`config.mk`:
```
export PLATFORM = sky130hd
export DESIGN_NAME = vga_regfile
export DESIGN_NICKNAME = d
export VERILOG_FILES = /design/src/rtl/vga_rf_pkg.sv /design/src/rtl/vga_rf_bank.sv /design/src/rtl/vga_rf_cache.sv /design/src/rtl/vga_regfile.sv
export SDC_FILE = /design/constraint.sdc
export NUM_CORES = 1
export LEC_CHECK = 0
export BUFFER_PORTS_ARGS = -buffer_cell sky130_fd_sc_hd__buf_2
export CAP_MARGIN = 30
export CELL_PAD_IN_SITES_DETAIL_PLACEMENT = 0
export CELL_PAD_IN_SITES_GLOBAL_PLACEMENT = 2
export CORE_ASPECT_RATIO = 0.75
export CORE_MARGIN = 3
export CORE_UTILIZATION = 30
export DETAILED_ROUTE_END_ITERATION = 8
export PLACE_DENSITY = 0.89
export SYNTH_ARGS = -nofsm -noshare
export SYNTH_HDL_FRONTEND = slang
export SYNTH_SLANG_ARGS = --single-unit
```
`constraint.sdc`:
```
create_clock -name clk -period 3.3 [get_ports clk]
set_input_delay 0.66 -clock clk [delete_from_list [all_inputs] [get_ports clk]]
set_output_delay 0.66 -clock clk [all_outputs]
set_load 0.01 [all_outputs]
```
`src/rtl/vga_rf_pkg.sv`:
```
`timescale 1ns/1ps
package vga_rf_pkg;
  localparam int BYTE_W  = 8;
  localparam int SEQ_N   = 8;
  localparam int GFX_N   = 9;
  localparam int STD_IDX = 7;
  localparam int LANES   = 2;
  localparam int PORT_W  = 16;
  localparam logic [PORT_W-1:0] SEQ_BASE = 16'h03C4;
  localparam logic [PORT_W-1:0] GFX_BASE = 16'h03CE;
  // keep masks, register 0 in the low byte
  localparam logic [SEQ_N*BYTE_W-1:0] SEQ_KEEP =
    {8'hFF, 8'h00, 8'h00, 8'h0E, 8'h3F, 8'h0F, 8'h3D, 8'h03};
  localparam logic [GFX_N*BYTE_W-1:0] GFX_KEEP =
    {8'hFF, 8'h0F, 8'h0F, 8'h7B, 8'h03, 8'h1F, 8'h0F, 8'h0F, 8'h0F};
  typedef enum logic [1:0] {CACHE_COLD = 2'd0, CACHE_ON = 2'd1, CACHE_OFF = 2'd2} cache_state_e;
endpackage

```
`src/rtl/vga_rf_bank.sv`:
```
`timescale 1ns/1ps
module vga_rf_bank
  import vga_rf_pkg::*;
#(
  parameter logic [PORT_W-1:0] BASE = 16'h03C4,
  parameter int N = 8,
  parameter logic [N*BYTE_W-1:0] KEEP = '1
)(
  input  logic clk,
  input  logic rst,
  input  logic [LANES-1:0] lane_en,
  input  logic [LANES-1:0][PORT_W-1:0] lane_port,
  input  logic [LANES-1:0][BYTE_W-1:0] lane_byte,
  output logic [LANES-1:0] lane_hit,
  output logic [N*BYTE_W-1:0] regs_mid,
  output logic [N*BYTE_W-1:0] regs_next,
  output logic [N*BYTE_W-1:0] regs_q
);
  localparam logic [PORT_W-1:0] DATA_PORT = BASE + 16'd1;
  localparam logic [BYTE_W-1:0] LIMIT = BYTE_W'(N);

  logic [BYTE_W-1:0] idx_q, idx_n;

  always_comb begin
    idx_n     = idx_q;
    regs_next = regs_q;
    regs_mid  = regs_q;
    lane_hit  = '0;
    for (int l = 0; l < LANES; l++) begin
      if (lane_en[l]) begin
        if (lane_port[l] == BASE) begin
          idx_n = lane_byte[l];
          lane_hit[l] = 1'b1;
        end else if (lane_port[l] == DATA_PORT && idx_n < LIMIT) begin
          for (int i = 0; i < N; i++)
            if (idx_n == BYTE_W'(i))
              regs_next[i*BYTE_W +: BYTE_W] = lane_byte[l] & KEEP[i*BYTE_W +: BYTE_W];
          lane_hit[l] = 1'b1;
        end
      end
      if (l == 0) regs_mid = regs_next;
    end
  end

  always_ff @(posedge clk) begin
    if (rst) begin
      idx_q  <= '0;
      regs_q <= '0;
    end else begin
      idx_q  <= idx_n;
      regs_q <= regs_next;
    end
  end

  a_r3_r4_reserved_clear: assert property (@(posedge clk) disable iff (rst)
    (regs_q & ~KEEP) == '0);
  a_r6_idle_hold: assert property (@(posedge clk) disable iff (rst)
    (lane_en == '0) |=> $stable(regs_q));
endmodule

```
`src/rtl/vga_rf_cache.sv`:
```
`timescale 1ns/1ps
module vga_rf_cache
  import vga_rf_pkg::*;
(
  input  logic clk,
  input  logic rst,
  input  logic enter_req,
  input  logic leave_req,
  output cache_state_e state_q
);
  always_ff @(posedge clk) begin
    if (rst) state_q <= CACHE_COLD;
    else begin
      unique case (state_q)
        CACHE_COLD: if (enter_req) state_q <= CACHE_ON;
        CACHE_ON:   if (leave_req) state_q <= CACHE_OFF;
        default:    state_q <= CACHE_OFF;
      endcase
    end
  end

  a_r11_off_terminal: assert property (@(posedge clk) disable iff (rst)
    state_q == CACHE_OFF |=> state_q == CACHE_OFF);
  a_r10_cold_needs_rise: assert property (@(posedge clk) disable iff (rst)
    (state_q == CACHE_COLD && !enter_req) |=> state_q == CACHE_COLD);
  a_r11_on_forward_only: assert property (@(posedge clk) disable iff (rst)
    state_q == CACHE_ON |=> state_q != CACHE_COLD);
endmodule

```
`src/rtl/vga_regfile.sv`:
```
`timescale 1ns/1ps
module vga_regfile
  import vga_rf_pkg::*;
(
  input  logic        clk,
  input  logic        rst,
  input  logic        wr_valid,
  input  logic [15:0] wr_port,
  input  logic [1:0]  wr_size,
  input  logic [15:0] wr_data,
  input  logic        cache_disable_req,
  output logic        wr_handled,
  output logic [63:0] seq_regs,
  output logic [71:0] gfx_regs,
  output logic        std_mode,
  output logic [1:0]  cache_state
);
  logic size_ok;
  logic [LANES-1:0] lane_en, seq_hit, gfx_hit, any_hit;
  logic [LANES-1:0][PORT_W-1:0] lane_port;
  logic [LANES-1:0][BYTE_W-1:0] lane_byte;
  logic [SEQ_N*BYTE_W-1:0] seq_mid, seq_next;
  logic [GFX_N*BYTE_W-1:0] gfx_mid, gfx_next;
  logic mid_zero, next_zero, all_hit, std_rise;
  cache_state_e cstate;

  assign size_ok = (wr_size == 2'd1) || (wr_size == 2'd2);

  for (genvar l = 0; l < LANES; l++) begin : g_lane
    assign lane_en[l]   = wr_valid && (l == 0 ? size_ok : (wr_size == 2'd2));
    assign lane_port[l] = wr_port + PORT_W'(l);
    assign lane_byte[l] = wr_data[l*BYTE_W +: BYTE_W];
    assign any_hit[l]   = seq_hit[l] | gfx_hit[l];
  end

  vga_rf_bank #(.BASE(SEQ_BASE), .N(SEQ_N), .KEEP(SEQ_KEEP)) u_seq (
    .clk(clk), .rst(rst), .lane_en(lane_en), .lane_port(lane_port),
    .lane_byte(lane_byte), .lane_hit(seq_hit), .regs_mid(seq_mid),
    .regs_next(seq_next), .regs_q(seq_regs));

  vga_rf_bank #(.BASE(GFX_BASE), .N(GFX_N), .KEEP(GFX_KEEP)) u_gfx (
    .clk(clk), .rst(rst), .lane_en(lane_en), .lane_port(lane_port),
    .lane_byte(lane_byte), .lane_hit(gfx_hit), .regs_mid(gfx_mid),
    .regs_next(gfx_next), .regs_q(gfx_regs));

  assign mid_zero  = seq_mid[STD_IDX*BYTE_W +: BYTE_W] == '0;
  assign next_zero = seq_next[STD_IDX*BYTE_W +: BYTE_W] == '0;
  assign all_hit   = any_hit[0] && (!lane_en[1] || any_hit[1]);
  // rise after the first byte, or after the second if the first left it low
  assign std_rise  = lane_en[0] &&
                     ((!std_mode && mid_zero) || (lane_en[1] && !mid_zero && next_zero));

  vga_rf_cache u_cache (
    .clk(clk), .rst(rst), .enter_req(std_rise), .leave_req(cache_disable_req),
    .state_q(cstate));
  assign cache_state = cstate;

  always_ff @(posedge clk) begin
    if (rst) begin
      wr_handled <= 1'b0;
      std_mode   <= 1'b0;
    end else begin
      wr_handled <= lane_en[0] && all_hit;
      if (lane_en[0]) std_mode <= next_zero;
    end
  end

  a_r2_handled_after_write: assert property (@(posedge clk) disable iff (rst)
    wr_handled |-> $past(wr_valid));
  a_r8_bad_size_unhandled: assert property (@(posedge clk) disable iff (rst)
    (wr_valid && !size_ok) |=> !wr_handled);
  a_r9_std_tracks_reg7: assert property (@(posedge clk) disable iff (rst)
    (wr_valid && size_ok) |=> std_mode == (seq_regs[STD_IDX*BYTE_W +: BYTE_W] == 8'h00));
endmodule

```
== Word-level counts from Yosys, hierarchy flattened ==
Cells that the tools add are included.

* $add $sub $neg: 1
* $mul: 0
* Div/mod/pow operators: 0
* Magnitude comparators: 4
* Eq/ne operators: 43
* Shift operators: 0
* Multiplexer cells: 69
* Bitwise operators: 2
* Reduce and logical (&&, ||, !) cells: 26

{| class="wikitable"
|+ Operators with widths
! cell !! number
|-
| two-way mux 72 bit || 6
|-
| two-way mux 64 bit || 6
|-
| two-way mux 8 bit || 42
|-
| equality test 16 x 10 -> 1 bit (second input constant) || 8
|-
| equality test 8 x 3 -> 1 bit (second input constant) || 16
|-
| equality test 8 x 2 -> 1 bit (second input constant) || 8
|-
| zero test 8 bit || 6
|-
| equality test 8 x 1 -> 1 bit (second input constant) || 4
|-
| < comparator 8 x 4 -> 1 bit (second input constant) || 4
|-
| adder 16 x 1 -> 16 bit (second input constant) || 1
|-
| equality test 8 x 4 -> 1 bit (second input constant) || 2
|-
| logical AND 1 bit || 12
|-
| two-way mux 1 bit || 12
|-
| equality test 2 x 1 -> 1 bit (second input constant) || 2
|-
| two-way mux 2 bit || 2
|-
| inequality test 2 bit (second input constant) || 2
|-
| one-hot mux 2 bit (2 select lines) || 1
|-
| zero test 1 bit || 3
|-
| logical OR 1 bit || 3
|-
| equality test 2 bit (second input constant) || 1
|-
| zero test 2 bit || 1
|-
| OR 1 bit || 2
|-
| AND reduction 2 bit || 1
|}

* Bits in registers: 156
* Bits in latches: 0
* Bits in writable memories: 0
* ROM bits: 0
* Input port bits: 38
* Output and inout bits: 140
* Word-level logic and storage cells: 152
* Memories kept: 0

== Longest topological paths before layout ==
Gate-level depths: netlist of run 1.

* Depth in word-level cells: 15
* Mapped depth: 11
* Depth with buffers taken out: 8

== Hierarchy ==
A second synthesis of run 1 with hierarchy kept.

* Cell total of the unflattened synthesis: 1206
* Area, all modules: 9919.5 µm²

{| class="wikitable"
|+ By module, submodules not included
! module !! instances !! cells each !! area each (µm²) !! seq. area each (µm²)
|-
| vga_rf_bank (u_gfx) || 1 || 568 || 4845.9 || 1601.5
|-
| vga_rf_bank (u_seq) || 1 || 569 || 4546.9 || 1441.4
|-
| vga_regfile || 1 || 63 || 457.9 || 40.0
|-
| vga_rf_cache || 1 || 6 || 68.8 || 40.0
|}

== Worst setup path before layout of run 1 ==
Ideal clock, no wire load.

* Kind: input port to flip-flop
* From: input wr_size[0]
* To: register u_gfx.regs_q[40]
* Setup time: 0.121 ns
* Data arrival time: 3.220 ns
* Data required time: 3.179 ns
* Setup slack: -0.041 ns
* Cell stages on the path: 9
* Buffers on the path: 1
* Path through: inv_1 -> ha_1 -> nand2b_1 -> or4_4 -> buf_6 -> or4_1 -> o21ai_2 -> nor4b_4 -> mux2_2

* Longest elaborated chain between the ends: 9
* Elaborated cells on any way between the ends: 14
* Classes of those cells: 1 x order compare; 3 x eq/ne; 6 x mux; 4 x reduce/logical

{| class="wikitable"
|+ RTL lines
! element !! RTL line !! RTL
|-
| start: declaration || vga_regfile.sv:9 || <nowiki>input logic [1:0] wr_size,</nowiki>
|-
| equality test 2 x 1 -> 1 bit / equality test 2 bit (equally long branches) || vga_regfile.sv:27, vga_regfile.sv:30 ||
|-
| logical OR 1 bit || vga_regfile.sv:27 || <nowiki>assign size_ok = (wr_size == 2'd1) || (wr_size == 2'd2);</nowiki>
|-
| logical AND 1 bit || vga_regfile.sv:30 || <nowiki>assign lane_en[l] = wr_valid && (l == 0 ? size_ok : (wr_size == 2'd2));</nowiki>
|-
| two-way mux 8 bit || vga_rf_bank.sv:30 || <nowiki>if (lane_en[l]) begin</nowiki>
|-
| < comparator 8 x 4 -> 1 bit / equality test 8 x 3 -> 1 bit (equally long branches) || vga_rf_bank.sv:34, vga_rf_bank.sv:36 ||
|-
| logical AND 1 bit / two-way mux 8 bit (equally long branches) || vga_rf_bank.sv:34, vga_rf_bank.sv:36 ||
|-
| two-way mux 72 bit || vga_rf_bank.sv:34 || <nowiki>end else if (lane_port[l] == DATA_PORT && idx_n < LIMIT) begin</nowiki>
|-
| two-way mux 72 bit || vga_rf_bank.sv:31 || <nowiki>if (lane_port[l] == BASE) begin</nowiki>
|-
| two-way mux 72 bit (*) || vga_rf_bank.sv:30 ||
|-
| end signal: assignment || vga_rf_bank.sv:51 || <nowiki>regs_q <= regs_next;</nowiki>
|-
| end: declaration || vga_rf_bank.sv:17 || <nowiki>output logic [N*BYTE_W-1:0] regs_q</nowiki>
|}

Mark *: on every way between the ends. The rest lies on a longest branch, timed or not.
A chain may end at the register's enable or synchronous reset.

== Worst setup path after layout of run 1 ==
* From: input wr_port[13]
* To: register u_gfx.regs_q[58]

* Longest elaborated chain between the ends: 9
* Elaborated cells on any way between the ends: 18
* Classes of those cells: 1 x add/sub; 1 x order compare; 5 x eq/ne; 9 x mux; 2 x reduce/logical

{| class="wikitable"
|+ RTL lines
! element !! RTL line !! RTL
|-
| start: declaration || vga_regfile.sv:8 || <nowiki>input logic [15:0] wr_port,</nowiki>
|-
| parallel branches: the longest is 8 deep, another holds < comparator 8 x 4 -> 1 bit || n/a ||
|-
| two-way mux 72 bit (*) || vga_rf_bank.sv:30 ||
|}

Mark *: on every way between the ends.

==> results.md, run 1 <==
* VDD IR max at 0.343 mV
* Post-DP HPWL at 18.3 mm
* Crit Path Max Fanout at 12
* Register area at 3120 um2
* Antenna violations before repair at 0
* Routed Wire Length at 24.4 mm
* Finished Layout Cells at 1351
* Power per cell area at 410 nW/um2
* Root Buffer Master: clkbuf_16
* Leakage at 0.00461 uW
* Vias at 6733
* First-pass GRT wire length at 37.7 mm
* # diodes at 0
* Outcome: completed
* Area Growth Syn to Fin at 31.6%
* Io pins at 178
* Synth Warn # at 0
* DR WL/cell at 18.1 um
* Max-slew violations at 0
* Slew headroom at 0.482
* Worst-skew pair later-pin latency at 430 ps
* Syn Std Cell Area at 7440 um2
* Clock skew at 9.61 ps
* Largest net degree at the start of global routing at 67
* Ys async rst share at 0
* CP startpoint kind: primary input
* Horiz. Die Dim at 188 um
* H-tree depth at 4
* Clock tree sinks at 156
* Critical path class: primary input to flip-flop
* Dpl cells at 1320
* Multi-input logic area at 4050 um2
* Hold_buf cts at 0
* Post-DP Area at 9230 um2
* Vias/cell at 4.98
* Share of cells above drive strength 1 at 0.363
* Starting DRC count in detailed routing at 457
* Worst R2R Setup Slack at 500 ps
* Setup bufs post-CTS at 0
* Final min period at 3040 ps
* Distinct cell type count of the synthesized netlist at 64
* Min-Delay Path Class: flip-flop to flip-flop
* CTS clock-pin slew for the worst setup and hold paths at 70 ps
* Worst Tran Pin Value at 775 ps
* Endpoints failing hold at 0
* TritonCTS clock tree: done
* Aggregate global routing overflow at 0
* WP data required at 3600 ps
* Synthesized area per cell at 9.62 um2
* Drt pass-1 iters at 5
* Layout Nets at 1047
* Die area at 26800 um2
* RSZ-0062 raised after global routing: false
* Num rows at 49
* Period utilization at 0.922
* Fin util at 0.405
* Final instance area at 9790 um2
* Critical Path Sink Type: flip-flop
* Sequential share of the synthesized area at 0.420
* Gate count of the mapped netlist at 774
* Post-route ant nets at 0
* Detailed-route DRC error count at 0
* Placeable Area at 24200 um2
* Max Cap Viol at 0
* Synth Register Bits at 156
* Number of port buffers at 177
* Final GP Congestion at 0.920
* Syn Nets at 813
* Number of global-route vias before repair at 6505
* Fillers at 2447
* Final setup fails at 0
* Initial Util at 0.308
* Worst EP arrival at 3340 ps
* EDFF count, synth at 0
* Fmax at 329 MHz
* CTS Buf Count at 17
* Top_reg_cell synth: dfxtp_1
* CTS Buffer Depth at 2
* Die height at 142 um
* Total Routing Usage GR at 0.181
* Resized cells post-CTS at 0
-- worst paths after layout --
check | to | from | cells past startpoint
worst max-delay path | u_gfx.regs_q[58] | wr_port[13] | 8
worst min-delay path | u_seq.regs_q[51] | u_seq.regs_q[51] | 1
worst max register to register | u_gfx.regs_q[58] | u_gfx.idx_q[6] | 6
worst min register to register | u_seq.regs_q[51] | u_seq.regs_q[51] | 1
-- metal layers --
| metal | vias to the layer above | wire length [um] | GRT usage |
|---|---|---|---|
| li1 | 3318 | - | - |
| met1 | 3157 | 12300 | 0.263 |
| met2 | 240 | 10100 | 0.263 |
| met3 | 18 | 1880 | 0.0559 |
| met4 | 0 | 178 | 0.0347 |
| met5 | - | 0 | 0 |
-- cells in the final DEF, fill, tap and decap left out, types with 13 or more instances in the layout --
cell | netlist | final
buf_2 | 6 | 177
dfxtp_1 | 156 | 156
buf_4 | 2 | 95
nor2_1 | 86 | 86
mux2i_1 | 81 | 81
mux2_2 | 39 | 39
and2_1 | 32 | 32
a211oi_1 | 30 | 30
nor3b_1 | 27 | 27
nor3_1 | 22 | 22
nand2_1 | 22 | 22
a21oi_1 | 21 | 21
and3_1 | 20 | 20
o21ai_0 | 18 | 18
clkbuf_16 | 0 | 17
nand4_1 | 15 | 15
nand3_1 | 13 | 13
-- cell usage after synthesis, types with 2 or more instances --
master / instances / area share
nor2_1: 86 / 0.043
or4b_1: 2 / 0.0027
and4_1: 4 / 0.0047
o211a_1: 2 / 0.0027
o31a_1: 2 / 0.0024
mux2_1: 4 / 0.0061
mux2_4: 2 / 0.0040
buf_2: 6 / 0.0040
nand3_1: 13 / 0.0087
dfxtp_1: 156 / 0.42
nand2_1: 22 / 0.011
and2_1: 32 / 0.027
nor4b_1: 2 / 0.0024
nor3_1: 22 / 0.015
or3_1: 5 / 0.0042
nor4_1: 10 / 0.0084
nor4bb_1: 2 / 0.0027
nand4b_1: 2 / 0.0024
nand4_1: 15 / 0.013
nand2b_1: 6 / 0.0050
a31oi_1: 6 / 0.0050
inv_1: 7 / 0.0035
o211ai_1: 2 / 0.0020
nor4_4: 5 / 0.014
mux2i_1: 81 / 0.11
buf_4: 2 / 0.0020
nor3_4: 3 / 0.0066
or2_2: 4 / 0.0034
or4_1: 8 / 0.0081
o21ai_2: 2 / 0.0024
and3_1: 20 / 0.017
nor3b_1: 27 / 0.027
o2111ai_1: 4 / 0.0047
buf_1: 4 / 0.0020
nor2b_1: 9 / 0.0076
a211o_1: 3 / 0.0035
o21ai_0: 18 / 0.012
a21oi_1: 21 / 0.014
a211oi_1: 30 / 0.030
mux2_2: 39 / 0.059
o31ai_1: 12 / 0.012
o311a_1: 7 / 0.0094
clkbuf_1: 44 / 0.022
-- per-stage QoR --
stage / setup slack [ps] / TNS, ps / total power (uW) / hold slack [ps]
after floorplan: -39.8 / -263 / 2030 / 499
after global placement: -177 / -4870 / 2150 / 436
after detailed placement: -179 / -5630 / 2150 / 439
after CTS: 288 / 0 / 4060 / 458
after global routing: 111 / 0 / 4170 / 468
final: 259 / 0 / 4020 / 452
-- layout make-up --
cell class | instances | share of cell area
tap | 331 | 0.0423
inverter | 7 | 0.00268
clock inverter | 14 | 0.0141
timing repair buffer | 273 | 0.165
clock buffer | 17 | 0.0434
multi-input combinational | 553 | 0.413
sequential | 156 | 0.319
-- flip-flops by register name, summed over array words and instances, names as in the netlist --
register / count
u_seq.idx_q: 8
u_seq.regs_q: 64
std_mode: 1
u_gfx.idx_q: 8
u_gfx.regs_q: 72
u_cache.state_q: 2
wr_handled: 1
-- power by group --
group,internal (uW),switching (uW)
clock,1050,853
combinational,71.9,153
sequential,1880,1.79
total,3010,1010
-- critical path, cell delays in order --
cell and delay, ps:
buf_2 110, or4b_4 540, or4_4 640, buf_4 210, or4_1 660, mux2_2 320, a31oi_1 140, a211oi_1 60
-- cell families after synthesis --
family	synth area share
compound gates	0.116
fa+ha+maj	0.00168
buf+inv	0.0373
flops	0.420
mux	0.178
simple gates	0.247
Power figures use the tool's default switching activity.
==> inputs of run 2 (changes only) <==
Settings changed: CELL_PAD_IN_SITES_DETAIL_PLACEMENT 0 to default, CELL_PAD_IN_SITES_GLOBAL_PLACEMENT 2 to default, CORE_UTILIZATION 30 to 40, PLACE_DENSITY 0.89 to 0.77.
==> results.md, run 2 (synthesized netlist as in run 1, its figures left out) <==
* Vias/cell at 5.52
* Period utilization at 0.943
* Final hold slack at 453 ps
* CTS clock-pin slew for the worst setup and hold paths at 70 ps
* Worst-skew pair later-pin latency at 420 ps
* Worst Tran Pin Value at 908 ps
* Post-route ant nets at 0
* Detailed-route DRC error count at 0
* Starting DRC count in detailed routing at 501
* Number of flip-flops in the largest register at 72
* Fillers at 1652
* Routed Wire Length at 23.3 mm
* RSZ-0062 raised after global routing: false
* Fin util at 0.537
* Max Cap Viol at 0
* CP peak stage delay at 680 ps
* Fmax at 321 MHz
* Hold_buf cts at 0
* Placeable Area at 17900 um2
* Endpoints failing hold at 0
* Drt pass-1 iters at 5
* Hold Path Cell Cnt at 1
* Io pins at 178
* Outcome: completed
* Largest net degree at the start of global routing at 66
* DR WL/cell at 18.5 um
* CTS Buf Count at 17
* Most common cell after layout, fill and taps aside: buf_2
* Highest-count cells in the layout ignoring fill and taps: buf_2 (177), dfxtp_1 (156), buf_4 (88)
* Die area at 20300 um2
* Crit Path Max Fanout at 9
* Share of cells above drive strength 1 at 0.359
* Setup bufs post-CTS at 0
* Initial Util at 0.415
* Reg2Reg Depth at 6
* Reg with most FFs: u_gfx.regs_q
* Num rows at 42
* Leakage at 0.00457 uW
* Min-Delay Path Class: flip-flop to flip-flop
* Worst EP arrival at 3410 ps
* CP startpoint kind: primary input
* Number of port buffers at 177
* Root Buffer Master: clkbuf_16
* Power per cell area at 411 nW/um2
* Critical Path Sink Type: flip-flop
* Final min period at 3110 ps
* Tot Pwr at 3950 uW
* Post-DP HPWL at 16.9 mm
* Largest regs: u_gfx.regs_q: 72 flops, u_seq.regs_q: 64 flops
* Total Routing Usage GR at 0.228
* Final setup fails at 0
* Critical path class: primary input to flip-flop
* Number of global-route vias before repair at 6586
* WP data required at 3600 ps
* First-pass GRT wire length at 36.1 mm
* H-tree depth at 4
* Antenna violations before repair at 0
* Horiz. Die Dim at 164 um
* VDD IR max at 0.302 mV
* Clock tree sinks at 156
* Clock skew at 11.1 ps
* # diodes at 0
* Resized cells post-CTS at 0
* Die height at 124 um
* Final GP Congestion at 0.974
* Aggregate global routing overflow at 0
* Cells along the critical path: buf_2 > or4b_4 > or4_4 > buf_4 > or4_1 > mux2i_1 > nor2_1 > mux2_2
* TritonCTS clock tree: done
* Area Growth Syn to Fin at 29.2%
* Slew headroom at 0.394
* Max-slew violations at 0
* Crit-path slowest cell: or4_1
* CTS Buffer Depth at 2
* Layout Nets at 1040
* Vias at 6933
## run 2: changes by cell type in the layout (fill, tap and decap cells not counted), sizes merged
| cell | before | now |
|---|---|---|
| clkinv | 2 | 5 |
| bufinv | 1 | 0 |
| inv | 14 | 12 |
| clkbuf | 17 | 18 |
| buf | 273 | 266 |
## run 2: path summary, 6_finish.rpt
| check | startpoint | end | slack [ps] |
|---|---|---|---|
| worst max-delay path | wr_port[13] | u_gfx.regs_q[56] | 190 |
| worst min-delay path | u_seq.regs_q[44] | u_seq.regs_q[44] | 450 |
| worst max register to register | u_seq.idx_q[6] | u_seq.regs_q[35] | 420 |
| worst min register to register | u_seq.regs_q[44] | u_seq.regs_q[44] | 450 |
## run 2: layout make-up
| class | count | area (um2) | share of cell area |
|---|---|---|---|
| clock buffers | 18 | 439 | 0.0457 |
| flip-flops and latches | 156 | 3120 | 0.325 |
| inverters | 7 | 26.3 | 0.00273 |
| repair buffers | 266 | 1570 | 0.163 |
| well taps | 242 | 303 | 0.0315 |
| clock inverters | 14 | 113 | 0.0117 |
| multi-input cells | 553 | 4050 | 0.421 |
## run 2: where the power goes
group / internal [uW] / switching, uW
Combinational: 67.9 / 150
Clock: 997 / 852
Sequential: 1880 / 1.56
Total: 2950 / 1000
## run 2: metal layers
metal / vias to the layer above / share of wire / GRT usage
li1: 3315 / - / -
met1: 3262 / 0.45 / 0.306
met2: 326 / 0.43 / 0.355
met3: 30 / 0.11 / 0.0811
met4: 0 / 0.013 / 0.0528
met5: - / 0 / 0
## run 2: metrics by stage
step | worst slack, ps | cell area, um2 | TNS, ps | cells
after global routing | 37.9 | 9620 | 0 | 1256
after detailed placement | -199 | 9060 | -4910 | 1224
after floorplan | -39.8 | 7450 | -263 | 774
after CTS | 207 | 9620 | 0 | 1256
final | 189 | 9620 | 0 | 1256
after global placement | -165 | 9060 | -3870 | 1224
## run 2: critical path, delay by kind of cell
kind	cells	cell delay (ps)
and+or+nand+nor	4	1910
buffers and inverters	2	320
muxes	2	520
==> inputs of run 3 (changes only) <==
Settings changed: MAX_ROUTING_LAYER from default to met4.
==> results.md, run 3 (synthesized netlist as in run 1, its figures left out) <==
* Outcome: completed
* H-tree depth at 4
* Total Routing Usage GR at 0.236
* WP data required at 3580 ps
* Die area at 20300 um2
* Logic pwr share at 0.054
* Largest regs: u_gfx.regs_q: 72 flops, u_seq.regs_q: 64 flops
* Crit Path Max Fanout at 11
* Num rows at 42
* Dpl cells at 1225
* Die height at 124 um
* Worst Tran Pin Value at 964 ps
* Final setup fails at 0
* TritonCTS clock tree: done
* Reg with most FFs: u_gfx.regs_q
* Placeable Area at 17900 um2
* Period utilization at 0.936
* RSZ-0062 raised after global routing: false
* VDD IR max at 0.295 mV
* Slew headroom at 0.356
* CP Capture Point: u_gfx.regs_q[58]
* Final GP Congestion at 0.969
* Net Sw Power at 911 uW
* Worst-skew pair later-pin latency at 420 ps
* Finished Layout Cells at 1253
* Power Internal at 3230 uW
* Setup_tns at 0 ps
* Antenna violations before repair at 0
* Critical path class: primary input to flip-flop
* Reg-to-reg endpoint: u_seq.regs_q[33]
* Largest net degree at the start of global routing at 31
* CTS Buf Count at 17
* Final min period at 3090 ps
* CP Launch Point: wr_port[13]
* Drt pass-1 iters at 5
* Final hold slack at 450 ps
* CTS Buffer Depth at 2
* Tot Pwr at 4140 uW
* DR WL/cell at 18.7 um
* Initial Util at 0.415
* Aggregate global routing overflow at 0
* # diodes at 0
* Root Buffer Master: clkbuf_16
* Critical R2R Launch: u_seq.idx_q[6]
* Resized cells post-CTS at 0
* Clock skew at 17.7 ps
* Starting DRC count in detailed routing at 489
* CP startpoint kind: primary input
* Layout Nets at 1041
* Clock tree sinks at 156
* Number of port buffers at 177
* Sw frac at 0.220
* Worst R2R Setup Slack at 410 ps
* CTS clock-pin slew for the worst setup and hold paths at 60 ps
* Area Growth Syn to Fin at 29.9%
* Endpoints failing hold at 0
* Power per cell area at 428 nW/um2
* Hold_buf cts at 0
* Post-DP Area at 9070 um2
* Fmax at 324 MHz
* Max-slew violations at 0
* Critical Path Sink Type: flip-flop
* Reg2Reg Depth at 6
* Post-DP HPWL at 17.2 mm
* Seq pwr share at 0.456
* Setup bufs post-CTS at 0
* Worst EP arrival at 3370 ps
* Number of global-route vias before repair at 6651
* Routed Wire Length at 23.4 mm
* Number of flip-flops in the largest register at 72
* First-pass GRT wire length at 36.6 mm
* Vias/cell at 5.50
* Final instance area at 9670 um2
* Clock power share at 0.490
* Most common cell after layout, fill and taps aside: buf_2
* Max Cap Viol at 0
* Highest-count cells in the layout ignoring fill and taps: buf_2 (177), dfxtp_1 (156), buf_4 (89)
* Vias at 6891
* Leakage at 0.00459 uW
* Share of cells above drive strength 1 at 0.354
* Post-route ant nets at 0
* Detailed-route DRC error count at 0
* Min-Delay Path Class: flip-flop to flip-flop
* Io pins at 178
* Horiz. Die Dim at 164 um
==> run 3: cell count changes in the layout (fill, tap and decap cells not counted) <==
cell and change:
clkinv_2 -2, clkinvlp_4 -1, inv_6 -4, buf_4 +1
clkbuf_1 +3, bufinv_16 +4, inv_8 -1, clkinv_4 -3
==> run 3: worst max-delay path, stage by stage <==
cell	delay (ps)
buf_2	100
or4b_4	530
or4_4	640
buf_4	210
or4_1	670
mux2_2	330
a31oi_1	150
a211oi_1	60
==> run 3: how the worst min path moves through the flow <==
stage	start	cells past startpoint	endpoint
6_report	u_seq.regs_q[44]	1	u_seq.regs_q[44]
5_1_grt	u_seq.regs_q[47]	1	u_seq.regs_q[47]
4_1_cts	u_seq.regs_q[41]	1	u_seq.regs_q[41]
3_5_place_dp	u_seq.regs_q[51]	1	u_seq.regs_q[51]
3_3_place_gp	u_seq.regs_q[3]	1	u_seq.regs_q[3]
2_1_floorplan	u_seq.regs_q[2]	1	u_seq.regs_q[2]
==> run 3: through the flow <==
| stage | util | setup WS [ps] |
|---|---|---|
| finish | 0.539 | 213 |
| global route | 0.539 | 108 |
| CTS | 0.539 | 229 |
| detailed placement | 0.506 | -203 |
| global placement | 0.506 | -136 |
| floorplan | - | -39.8 |
==> run 3: cell type report <==
type / count / area [um2]
clock buffer: 21 / 450
clock inverter: 7 / 143
fill: 1637 / 8250
inverter: 7 / 26.3
multi-input combinational: 553 / 4050
sequential: 156 / 3120
tap: 242 / 303
timing repair buffer: 267 / 1570
==> run 3: layer usage <==
layer,up-vias,wire length [um],GRT usage
li1,3309,-,-
met1,3272,11000,0.322
met2,281,10200,0.360
met3,29,1890,0.0545
met4,0,333,0.0523
met5,-,0,-
==> run 3: power groups by stage <==
stage	Sequential [uW]	Combinational, uW	Clock, uW
floorplan	1930	98.6	0
global placement	1930	216	0
detailed placement	1930	218	0
CTS	1890	218	2060
global route	1890	238	2160
finish	1890	223	2030
